===== config.mk =====
export PLATFORM = sky130hd
export DESIGN_NAME = spi_regport
export DESIGN_NICKNAME = d
export VERILOG_FILES = /design/src/rtl/spi_regport_pkg.sv /design/src/rtl/spi_regport_sync.sv /design/src/rtl/spi_regport_frame.sv /design/src/rtl/spi_regport_decode.sv /design/src/rtl/spi_regport_tx.sv /design/src/rtl/spi_regport.sv
export SDC_FILE = /design/constraint.sdc
export NUM_CORES = 1
export LEC_CHECK = 0
export BUFFER_PORTS_ARGS = -buffer_cell sky130_fd_sc_hd__clkbuf_2
export CAP_MARGIN = 40
export CORE_MARGIN = 5
export CORE_UTILIZATION = 59
export CTS_CLUSTER_DIAMETER = 200
export DETAILED_ROUTE_END_ITERATION = 8
export PLACE_DENSITY = 0.79
export SLEW_MARGIN = 5
export SYNTH_ARGS = -nofsm -noshare
export SYNTH_HDL_FRONTEND = slang
export SYNTH_SLANG_ARGS = --single-unit

===== constraint.sdc =====
create_clock -name clk -period 3.1 [get_ports clk]
set_clock_uncertainty 0.15 [all_clocks]
set_input_delay 0.155 -clock clk [delete_from_list [all_inputs] [get_ports clk]]
set_output_delay 0.155 -clock clk [all_outputs]
set_load 0.005 [all_outputs]

===== src/rtl/spi_regport_pkg.sv =====
// Shared constants for the SPI register-access target.
// Assumes a fixed three-byte frame with eight-bit bytes.
package spi_regport_pkg;
    localparam int BYTE_W   = 8;
    localparam int CMD_W    = 3;
    localparam int FRAME_BY = 3;
    localparam logic [CMD_W-1:0] CMD_WRITE = 3'b010;
    localparam logic [CMD_W-1:0] CMD_READ  = 3'b011;
    // byte index value meaning "frame complete, ignore further bits"
    localparam logic [1:0] IDX_DONE = 2'd3;
endpackage


===== src/rtl/spi_regport_sync.sv =====
// Brings the asynchronous SPI pins into the system clock domain and
// derives single-cycle SCLK edge pulses. Assumes each SCLK half-period
// spans several system-clock cycles. MOSI passes through the same number
// of stages as SCLK, so it is aligned with the rise pulse.
module spi_regport_sync #(
    parameter int STAGES = 2
) (
    input  logic clk,
    input  logic rst_n,
    input  logic cs_n_in,
    input  logic sclk_in,
    input  logic mosi_in,
    output logic cs_act,
    output logic sclk_rise,
    output logic sclk_fall,
    output logic mosi_s
);
    logic [STAGES-1:0] cs_pipe, sclk_pipe, mosi_pipe;
    logic sclk_prev;

    // Stage 0 captures the raw pins.
    always_ff @(posedge clk) begin
        if (!rst_n) begin
            cs_pipe[0]   <= 1'b1;
            sclk_pipe[0] <= 1'b0;
            mosi_pipe[0] <= 1'b0;
        end else begin
            cs_pipe[0]   <= cs_n_in;
            sclk_pipe[0] <= sclk_in;
            mosi_pipe[0] <= mosi_in;
        end
    end

    // Further stages, one per remaining count.
    for (genvar g = 1; g < STAGES; g++) begin : g_stage
        always_ff @(posedge clk) begin
            if (!rst_n) begin
                cs_pipe[g]   <= 1'b1;
                sclk_pipe[g] <= 1'b0;
                mosi_pipe[g] <= 1'b0;
            end else begin
                cs_pipe[g]   <= cs_pipe[g-1];
                sclk_pipe[g] <= sclk_pipe[g-1];
                mosi_pipe[g] <= mosi_pipe[g-1];
            end
        end
    end

    // Remember the previous synchronized SCLK level for edge detection.
    always_ff @(posedge clk) begin
        if (!rst_n) sclk_prev <= 1'b0;
        else        sclk_prev <= sclk_pipe[STAGES-1];
    end

    assign cs_act    = ~cs_pipe[STAGES-1];
    assign mosi_s    = mosi_pipe[STAGES-1];
    assign sclk_rise = cs_act &  sclk_pipe[STAGES-1] & ~sclk_prev;
    assign sclk_fall = cs_act & ~sclk_pipe[STAGES-1] &  sclk_prev;
endmodule


===== src/rtl/spi_regport_frame.sv =====
// Shifts MOSI in on SCLK rising edges and counts bits and bytes within a
// chip-select frame. Emits one pulse per completed byte with its index.
// The counters clear while chip select is released. Bits after the third
// byte are dropped.
module spi_regport_frame
    import spi_regport_pkg::*;
(
    input  logic              clk,
    input  logic              rst_n,
    input  logic              cs_act,
    input  logic              sclk_rise,
    input  logic              mosi_s,
    output logic              byte_vld,
    output logic [1:0]        byte_num,
    output logic [BYTE_W-1:0] byte_val,
    output logic [1:0]        byte_idx,
    output logic [2:0]        bit_cnt
);
    logic [BYTE_W-1:0] shreg;
    logic [BYTE_W-1:0] sh_next;

    assign sh_next = {shreg[BYTE_W-2:0], mosi_s};

    // Bit and byte counting with the shift register; a byte event follows the eighth bit.
    always_ff @(posedge clk) begin
        if (!rst_n) begin
            shreg    <= '0;
            bit_cnt  <= '0;
            byte_idx <= '0;
            byte_vld <= 1'b0;
            byte_num <= '0;
            byte_val <= '0;
        end else begin
            byte_vld <= 1'b0;
            if (!cs_act) begin
                shreg    <= '0;
                bit_cnt  <= '0;
                byte_idx <= '0;
            end else if (sclk_rise && byte_idx != IDX_DONE) begin
                shreg   <= sh_next;
                bit_cnt <= bit_cnt + 3'd1;
                if (bit_cnt == 3'd7) begin
                    byte_vld <= 1'b1;
                    byte_num <= byte_idx;
                    byte_val <= sh_next;
                    byte_idx <= byte_idx + 2'd1;
                end
            end
        end
    end
endmodule


===== src/rtl/spi_regport_decode.sv =====
// Latches the command and the split address from bytes 0 and 1. Issues
// the read strobe after byte 1 and the write strobe after byte 2. Unknown
// command codes never strobe. No strobe is raised while chip select is
// released.
module spi_regport_decode
    import spi_regport_pkg::*;
#(
    parameter int ADDR_W = 12
) (
    input  logic              clk,
    input  logic              rst_n,
    input  logic              cs_act,
    input  logic              byte_vld,
    input  logic [1:0]        byte_num,
    input  logic [BYTE_W-1:0] byte_val,
    output logic [ADDR_W-1:0] addr,
    output logic [BYTE_W-1:0] wdata,
    output logic              wr_stb,
    output logic              rd_stb,
    output logic              rd_mode
);
    localparam int HI_W = ADDR_W - 7;

    logic [CMD_W-1:0] cmd_q;
    logic [HI_W-1:0]  addr_hi;
    logic [6:0]       addr_lo;

    assign addr = {addr_hi, addr_lo};

    // Per-byte decode: capture the fields and raise the strobes.
    always_ff @(posedge clk) begin
        if (!rst_n) begin
            cmd_q   <= '0;
            addr_hi <= '0;
            addr_lo <= '0;
            wdata   <= '0;
            wr_stb  <= 1'b0;
            rd_stb  <= 1'b0;
            rd_mode <= 1'b0;
        end else begin
            wr_stb <= 1'b0;
            rd_stb <= 1'b0;
            if (!cs_act) begin
                cmd_q   <= '0;
                rd_mode <= 1'b0;
            end else if (byte_vld) begin
                case (byte_num)
                    2'd0: begin
                        cmd_q   <= byte_val[BYTE_W-1 -: CMD_W];
                        addr_hi <= byte_val[HI_W-1:0];
                    end
                    2'd1: begin
                        addr_lo <= byte_val[BYTE_W-1:1];
                        if (cmd_q == CMD_READ) begin
                            rd_stb  <= 1'b1;
                            rd_mode <= 1'b1;
                        end
                    end
                    2'd2: begin
                        if (cmd_q == CMD_WRITE) begin
                            wr_stb <= 1'b1;
                            wdata  <= byte_val;
                        end
                    end
                    default: ;
                endcase
            end
        end
    end
endmodule


===== src/rtl/spi_regport_tx.sv =====
// Loads the returned register value the cycle after the read strobe and
// shifts it out MSB first on SCLK falling edges within the data byte.
// MISO is a register and is cleared whenever chip select is released.
module spi_regport_tx
    import spi_regport_pkg::*;
(
    input  logic              clk,
    input  logic              rst_n,
    input  logic              cs_act,
    input  logic              sclk_fall,
    input  logic              rd_stb,
    input  logic              rd_mode,
    input  logic [1:0]        byte_idx,
    input  logic [2:0]        bit_cnt,
    input  logic [BYTE_W-1:0] rdata,
    output logic              miso
);
    logic              fetch_q;
    logic [BYTE_W-1:0] tx_q;
    logic              shift_now;

    // Shift on falls after the first data bit, and after the frame has ended.
    assign shift_now = sclk_fall && rd_mode &&
                       (byte_idx == IDX_DONE || (byte_idx == 2'd2 && bit_cnt != 3'd0));

    // Register-bus read data is valid one cycle after the strobe.
    always_ff @(posedge clk) begin
        if (!rst_n) fetch_q <= 1'b0;
        else        fetch_q <= rd_stb;
    end

    // Output shifter for the read data byte.
    always_ff @(posedge clk) begin
        if (!rst_n) begin
            tx_q <= '0;
            miso <= 1'b0;
        end else if (!cs_act) begin
            tx_q <= '0;
            miso <= 1'b0;
        end else if (fetch_q) begin
            tx_q <= rdata;
            miso <= rdata[BYTE_W-1];
        end else if (shift_now) begin
            tx_q <= {tx_q[BYTE_W-2:0], 1'b0};
            miso <= tx_q[BYTE_W-2];
        end
    end
endmodule


===== src/rtl/spi_regport.sv =====
// SPI target giving a host byte-wide access to an internal register file.
// Each access is one three-byte frame. Assumes 8 <= ADDR_W <= 12 and an
// SCLK half-period of at least SYNC_STAGES+4 system clocks. The register
// file must answer a read strobe with data on the following cycle.
module spi_regport
    import spi_regport_pkg::*;
#(
    parameter int ADDR_W      = 12,
    parameter int SYNC_STAGES = 2
) (
    input  logic              clk,
    input  logic              rst_n,
    input  logic              spi_cs_n,
    input  logic              spi_sclk,
    input  logic              spi_mosi,
    output logic              spi_miso,
    output logic [ADDR_W-1:0] reg_addr,
    output logic [BYTE_W-1:0] reg_wdata,
    output logic              reg_wr,
    output logic              reg_rd,
    input  logic [BYTE_W-1:0] reg_rdata
);
    logic              cs_act, sclk_rise, sclk_fall, mosi_s;
    logic              byte_vld, rd_mode;
    logic [1:0]        byte_num, byte_idx;
    logic [BYTE_W-1:0] byte_val;
    logic [2:0]        bit_cnt;

    spi_regport_sync #(.STAGES(SYNC_STAGES)) u_sync (
        .clk(clk), .rst_n(rst_n),
        .cs_n_in(spi_cs_n), .sclk_in(spi_sclk), .mosi_in(spi_mosi),
        .cs_act(cs_act), .sclk_rise(sclk_rise), .sclk_fall(sclk_fall),
        .mosi_s(mosi_s)
    );

    spi_regport_frame u_frame (
        .clk(clk), .rst_n(rst_n), .cs_act(cs_act),
        .sclk_rise(sclk_rise), .mosi_s(mosi_s),
        .byte_vld(byte_vld), .byte_num(byte_num), .byte_val(byte_val),
        .byte_idx(byte_idx), .bit_cnt(bit_cnt)
    );

    spi_regport_decode #(.ADDR_W(ADDR_W)) u_decode (
        .clk(clk), .rst_n(rst_n), .cs_act(cs_act),
        .byte_vld(byte_vld), .byte_num(byte_num), .byte_val(byte_val),
        .addr(reg_addr), .wdata(reg_wdata),
        .wr_stb(reg_wr), .rd_stb(reg_rd), .rd_mode(rd_mode)
    );

    spi_regport_tx u_tx (
        .clk(clk), .rst_n(rst_n), .cs_act(cs_act),
        .sclk_fall(sclk_fall), .rd_stb(reg_rd), .rd_mode(rd_mode),
        .byte_idx(byte_idx), .bit_cnt(bit_cnt), .rdata(reg_rdata),
        .miso(spi_miso)
    );
endmodule


Yosys cells after proc, flatten, opt, wreduce, memory -nomap -nowiden
Cells that the tools add are included.

storage, ports and cells
  logic and storage cells = 71
  bits of input ports = 13
  output and inout port bits = 23
  register bits = 65

cells by class
  reduce and logical (&&, ||, !) cells = 19
  bitwise operators = 12
  multiplexer cells = 7
  equal/unequal tests = 8
  add/subtract/negate cells = 2

operators by type and width
  kind                                            count
  two-way mux 7 bit                               2
  AND reduction 3 bit                             4
  NOT 1 bit                                       8
  OR reduction 4 bit                              2
  == test 2 bit (second input constant)           3
  == test 3 x 2 -> 1 bit (second input constant)  2
  two-way mux 1 bit                               5
  bitwise AND 1 bit                               4
  logical AND 1 bit                               4
  AND reduction 2 bit                             2
  AND reduction 4 bit                             1
  adder 3 x 1 -> 3 bit (second input constant)    1
  == test 3 bit (second input constant)           1
  nonzero test 3 bit                              1
  OR reduction 3 bit                              1
  adder 2 x 1 -> 2 bit (second input constant)    1
  == test 2 x 1 -> 1 bit (second input constant)  1
  zero test 2 bit                                 1
  != test 2 bit (second input constant)           1
  nonzero test 2 bit                              1
  OR reduction 2 bit                              1
  logical OR 1 bit                                1

Logic depth before layout (Yosys ltp)
  depth in word-level cells = 7
  mapped depth = 8
  mapped depth without buffers = 6

Modules after synthesis
Synthesis repeated with hierarchy kept, for this count alone.

unflattened totals
  cell total of the unflattened synthesis = 279
  area, all modules = 2537.4 µm²

modules (own cells, without submodules)
  module              cells each  instances  seq. area each (µm²)  area an instance (µm²)
  spi_regport_decode  108         1          520.5                 1031.0
  spi_regport_frame   104         1          460.4                 862.1
  spi_regport_tx      50          1          180.2                 431.7
  spi_regport_sync    17          1          140.1                 212.7

Worst setup path before layout
OpenSTA, ideal clock, no wires.

  kind = reg-to-reg
  start = reg u_frame.byte_idx[0]
  end = reg u_frame.bit_cnt[2]
  stages on the path, launching flop included = 6
  slack = 1468 ps
  arrival = 1350 ps
  library setup time = 132 ps
  data required time = 2818 ps
  cell sequence = dfxtp_1 -> ha_1 -> or4b_1 -> buf_2 -> nand2_1 -> a21oi_1

on the way
  word-level cells in the longest chain between the ends = 2

ends and longest elaborated chain
  element                   RTL line                 source
  start: declaration        spi_regport_frame.sv:16  output logic [1:0] byte_idx,
  start signal: assignment  spi_regport_frame.sv:46  byte_idx <= byte_idx + 2'd1;
  != test 2 bit             spi_regport_frame.sv:39  end else if (sclk_rise && byte_idx != IDX_DONE) begin
  logical AND 1 bit         spi_regport_frame.sv:39
  end signal: assignment    spi_regport_frame.sv:41  bit_cnt <= bit_cnt + 3'd1;
  end: declaration          spi_regport_frame.sv:17  output logic [2:0] bit_cnt

Every way passes these cells.
A chain may end at the register's enable or synchronous reset.

Worst setup path after layout
  start = reg u_frame.byte_idx[0]
  end = reg u_frame.byte_idx[1]

on the way
  word-level cells in the longest chain between the ends = 3
  elaborated cells on any way between the ends = 4
  classes of those cells = add/sub: 1; eq/ne: 1; reduce/logical: 2

ends and longest elaborated chain
  element                               RTL line
  != test 2 bit                         spi_regport_frame.sv:39
  logical AND 1 bit                     spi_regport_frame.sv:39
  AND reduction 2 bit (no source line)  -

Parallel ways exist; a longest one is shown, timed or not.

==> impl_metrics.ini <==
[status]
outcome = completed

[global_route]
antenna_found_initial = 0
overflow = 0
grt_start_max_net_pins = 50
grt_pass1_wl_um = 8560
track_usage = 0.183
first_global_vias = 1801

[routing]
routed_wl_um = 4900
postRouteAntennaNets = 0
drc = 0
drt_iter0_drc = 66
drtPass1Iterations = 4
vias_per_cell = 5.18
vias = 1920
wire_per_inst_um = 13.2

[synthesis]
ys_ff_latch = 65
postSynthAreaPerCell_um2 = 9.52
syn_area_um2 = 2620
synth_cell_types = 35
synth_largest_area_cell = dfxtp_1
synth_top_area_frac = 0.497
netlist_instances = 275
synth_nets = 293
synth.yosys.seq_area_share = 0.497
ys_warn_count = 0
ys_top_cells_by_area = dfxtp_1 (50%), nand2_1 (8.5%), mux2i_1 (7.3%)

[layout]
drive_gt1_frac = 0.188
diodes = 0
final_cell_mix = dfxtp_1 (65), nand2_1 (59), clkbuf_2 (35)
area_growth_syn_to_layout_pct = 15.8
final_net_count = 333
n_fill_cell = 355
final_common_cell = dfxtp_1

[worst_setup_path]
cp.required_ns = 3.20
cpPeakStageDelay_ns = 0.60
crit_arrival_ns = 2.19
crit_chain = ha_1, nor4b_4, and2_2, nor2_1, a211oi_1
crit_fanout = 13
crit_path_end_kind = register
worstSetupPathType = register to register
cpMaxStageDelayCell = nor4b_4
startpoint_type = register

[power_and_ir_drop]
ir_drop_uv = 388
pwr_density_cell_nw_per_um2 = 488
power_mw = 1.48
leakage_nw = 1.12

[cts]
cts.clk_slew.worst_paths_ns = 0.06
h-tree-depth = 3
insertion_delay_ns = 0.34
cts_sinks = 65
clock-root-buffer = clkbuf_8
clk_path_buf_depth = 2
cts_tree = done
numCtsBuffers = 9

[run]
max_cap_violations = 0

[die]
core-area_um2 = 4320
fp.dieArea_um2 = 5870
fp.dieH_um = 76.6
die_x_um = 76.6
ios = 36
rows = 24
initial_core_util = 0.606

[sta]
drv_slew = 0
worst_slew_pin_slew_ns = 0.723
fmax_mhz = 479
post-route-period-util = 0.673
finalSetupViolCount = 0
rsz0062_at_grt = no
setup_ws_ns = 1.01
setup_tns_ns = 0
min_period_ns = 2.09
relSlewSlack = 0.516
timing_hold_violations_final = 0

[placement]
dp_hpwl_um = 3260
pre_cts_ws_ns = 1.00
io_buffers = 35
globalplace.congestion = 0.766

[hold_path]
hold_path_class = input pin to register
[final timing paths]
kind,startpoint,endpoint,slack (ns),depth (start not counted)
setup reg to reg,u_frame.byte_idx[0]$_SDFFE_PP0P_,u_frame.byte_idx[1]$_SDFFE_PP0P_,1.01,5
hold reg to reg,u_sync.cs_pipe[0]$_SDFF_PN1_,u_sync.cs_pipe[1]$_SDFF_PN1_,0.26,1
hold / removal,reg_rdata[6],u_tx.tx_q[6]$_SDFFE_PP0P_,0.02,3
setup / recovery,u_frame.byte_idx[0]$_SDFFE_PP0P_,u_frame.byte_idx[1]$_SDFFE_PP0P_,1.01,5
[synthesized netlist by cell type (all sizes together)]
master	count
dfxtp	65
nand2	59
mux2i	19
a21oi	15
nor2b	13
a21boi	11
o21ai	11
buf	10
clkbuf	9
nand3	9
and2	8
nand2b	7
nand4	6
o31ai	6
ha	5
nor2	5
inv	3
a21o	2
and2b	2
nor4b	2
a211oi	1
nand3b	1
nor3	1
nor3b	1
nor4	1
nor4bb	1
or4b	1
xnor2	1
[where the power goes]
part | switching, mW | total, mW | internal (mW)
Clock | 0.293 | 0.598 | 0.305
Sequential | 0.00427 | 0.843 | 0.839
Combinational | 0.0161 | 0.0386 | 0.0225
Total | 0.313 | 1.48 | 1.17
[routing by layer]
layer / routed length (um) / global-route usage / vias up
met5: 0 / 0 / -
met4: 48 / 0.0524 / 0
met3: 225 / 0.0851 / 7
met2: 2380 / 0.301 / 34
met1: 2250 / 0.213 / 874
li1: - / - / 1005
[logic make-up after synthesis]
| kind of cell | share of synthesized area |
|---|---|
| buffers and inverters | 0.0468 |
| DFF | 0.497 |
| AOI/OAI and AO/OA | 0.107 |
| and+or+nand+nor | 0.249 |
| adders and majority gates | 0.0239 |
| xor gates and xnor gates | 0.00335 |
| muxes | 0.0726 |
[sequential cells by signal (all words and copies together), names as in the netlist, 3 cells and up]
| signal | cells |
|---|---|
| u_frame.shreg | 7 |
| u_decode.wdata | 8 |
| u_decode.cmd_q | 3 |
| u_decode.addr_lo | 7 |
| u_frame.byte_val | 8 |
| u_tx.tx_q | 7 |
| u_decode.addr_hi | 5 |
| u_frame.bit_cnt | 3 |
[critical path: cells and delay by family, from the launching register on]
family	cells	cell delay [ns]
and+or+nand+nor	3	1.05
DFF	1	0.35
AOI/OAI and AO/OA	1	0.19
adders and majority gates	1	0.26
[timing repair]
item | in CTS | in global routing
endpoints found under the hold margin | 10 | 0
resized for setup | 0 | 0
buffers inserted | 0 | 0
hold buffers | 10 | 0
[per-stage QoR]
step           instance area [um^2]  utilization  std cells  hold slack, ns
2_1_floorplan                  2620            -        275           0.106
6_report                       3030        0.701        371          0.0237
3_3_place_gp                   2770        0.641        346           0.194
4_1_cts                        3030        0.701        371         0.00620
3_5_place_dp                   2770        0.641        346           0.189
5_1_grt                        3030        0.701        371          0.0316
[final cells by class]
cell class / count / area [um^2] / area share
inverters: 3 / 11.3 / 0.00371
multi-input cells: 188 / 1190 / 0.394
well taps: 52 / 65.1 / 0.0215
clock inverters: 3 / 17.5 / 0.00578
clock buffers: 12 / 145 / 0.0479
flip-flops and latches: 65 / 1300 / 0.429
repair buffers: 48 / 298 / 0.0982
Note: power is estimated with default switching activity, not from simulation.
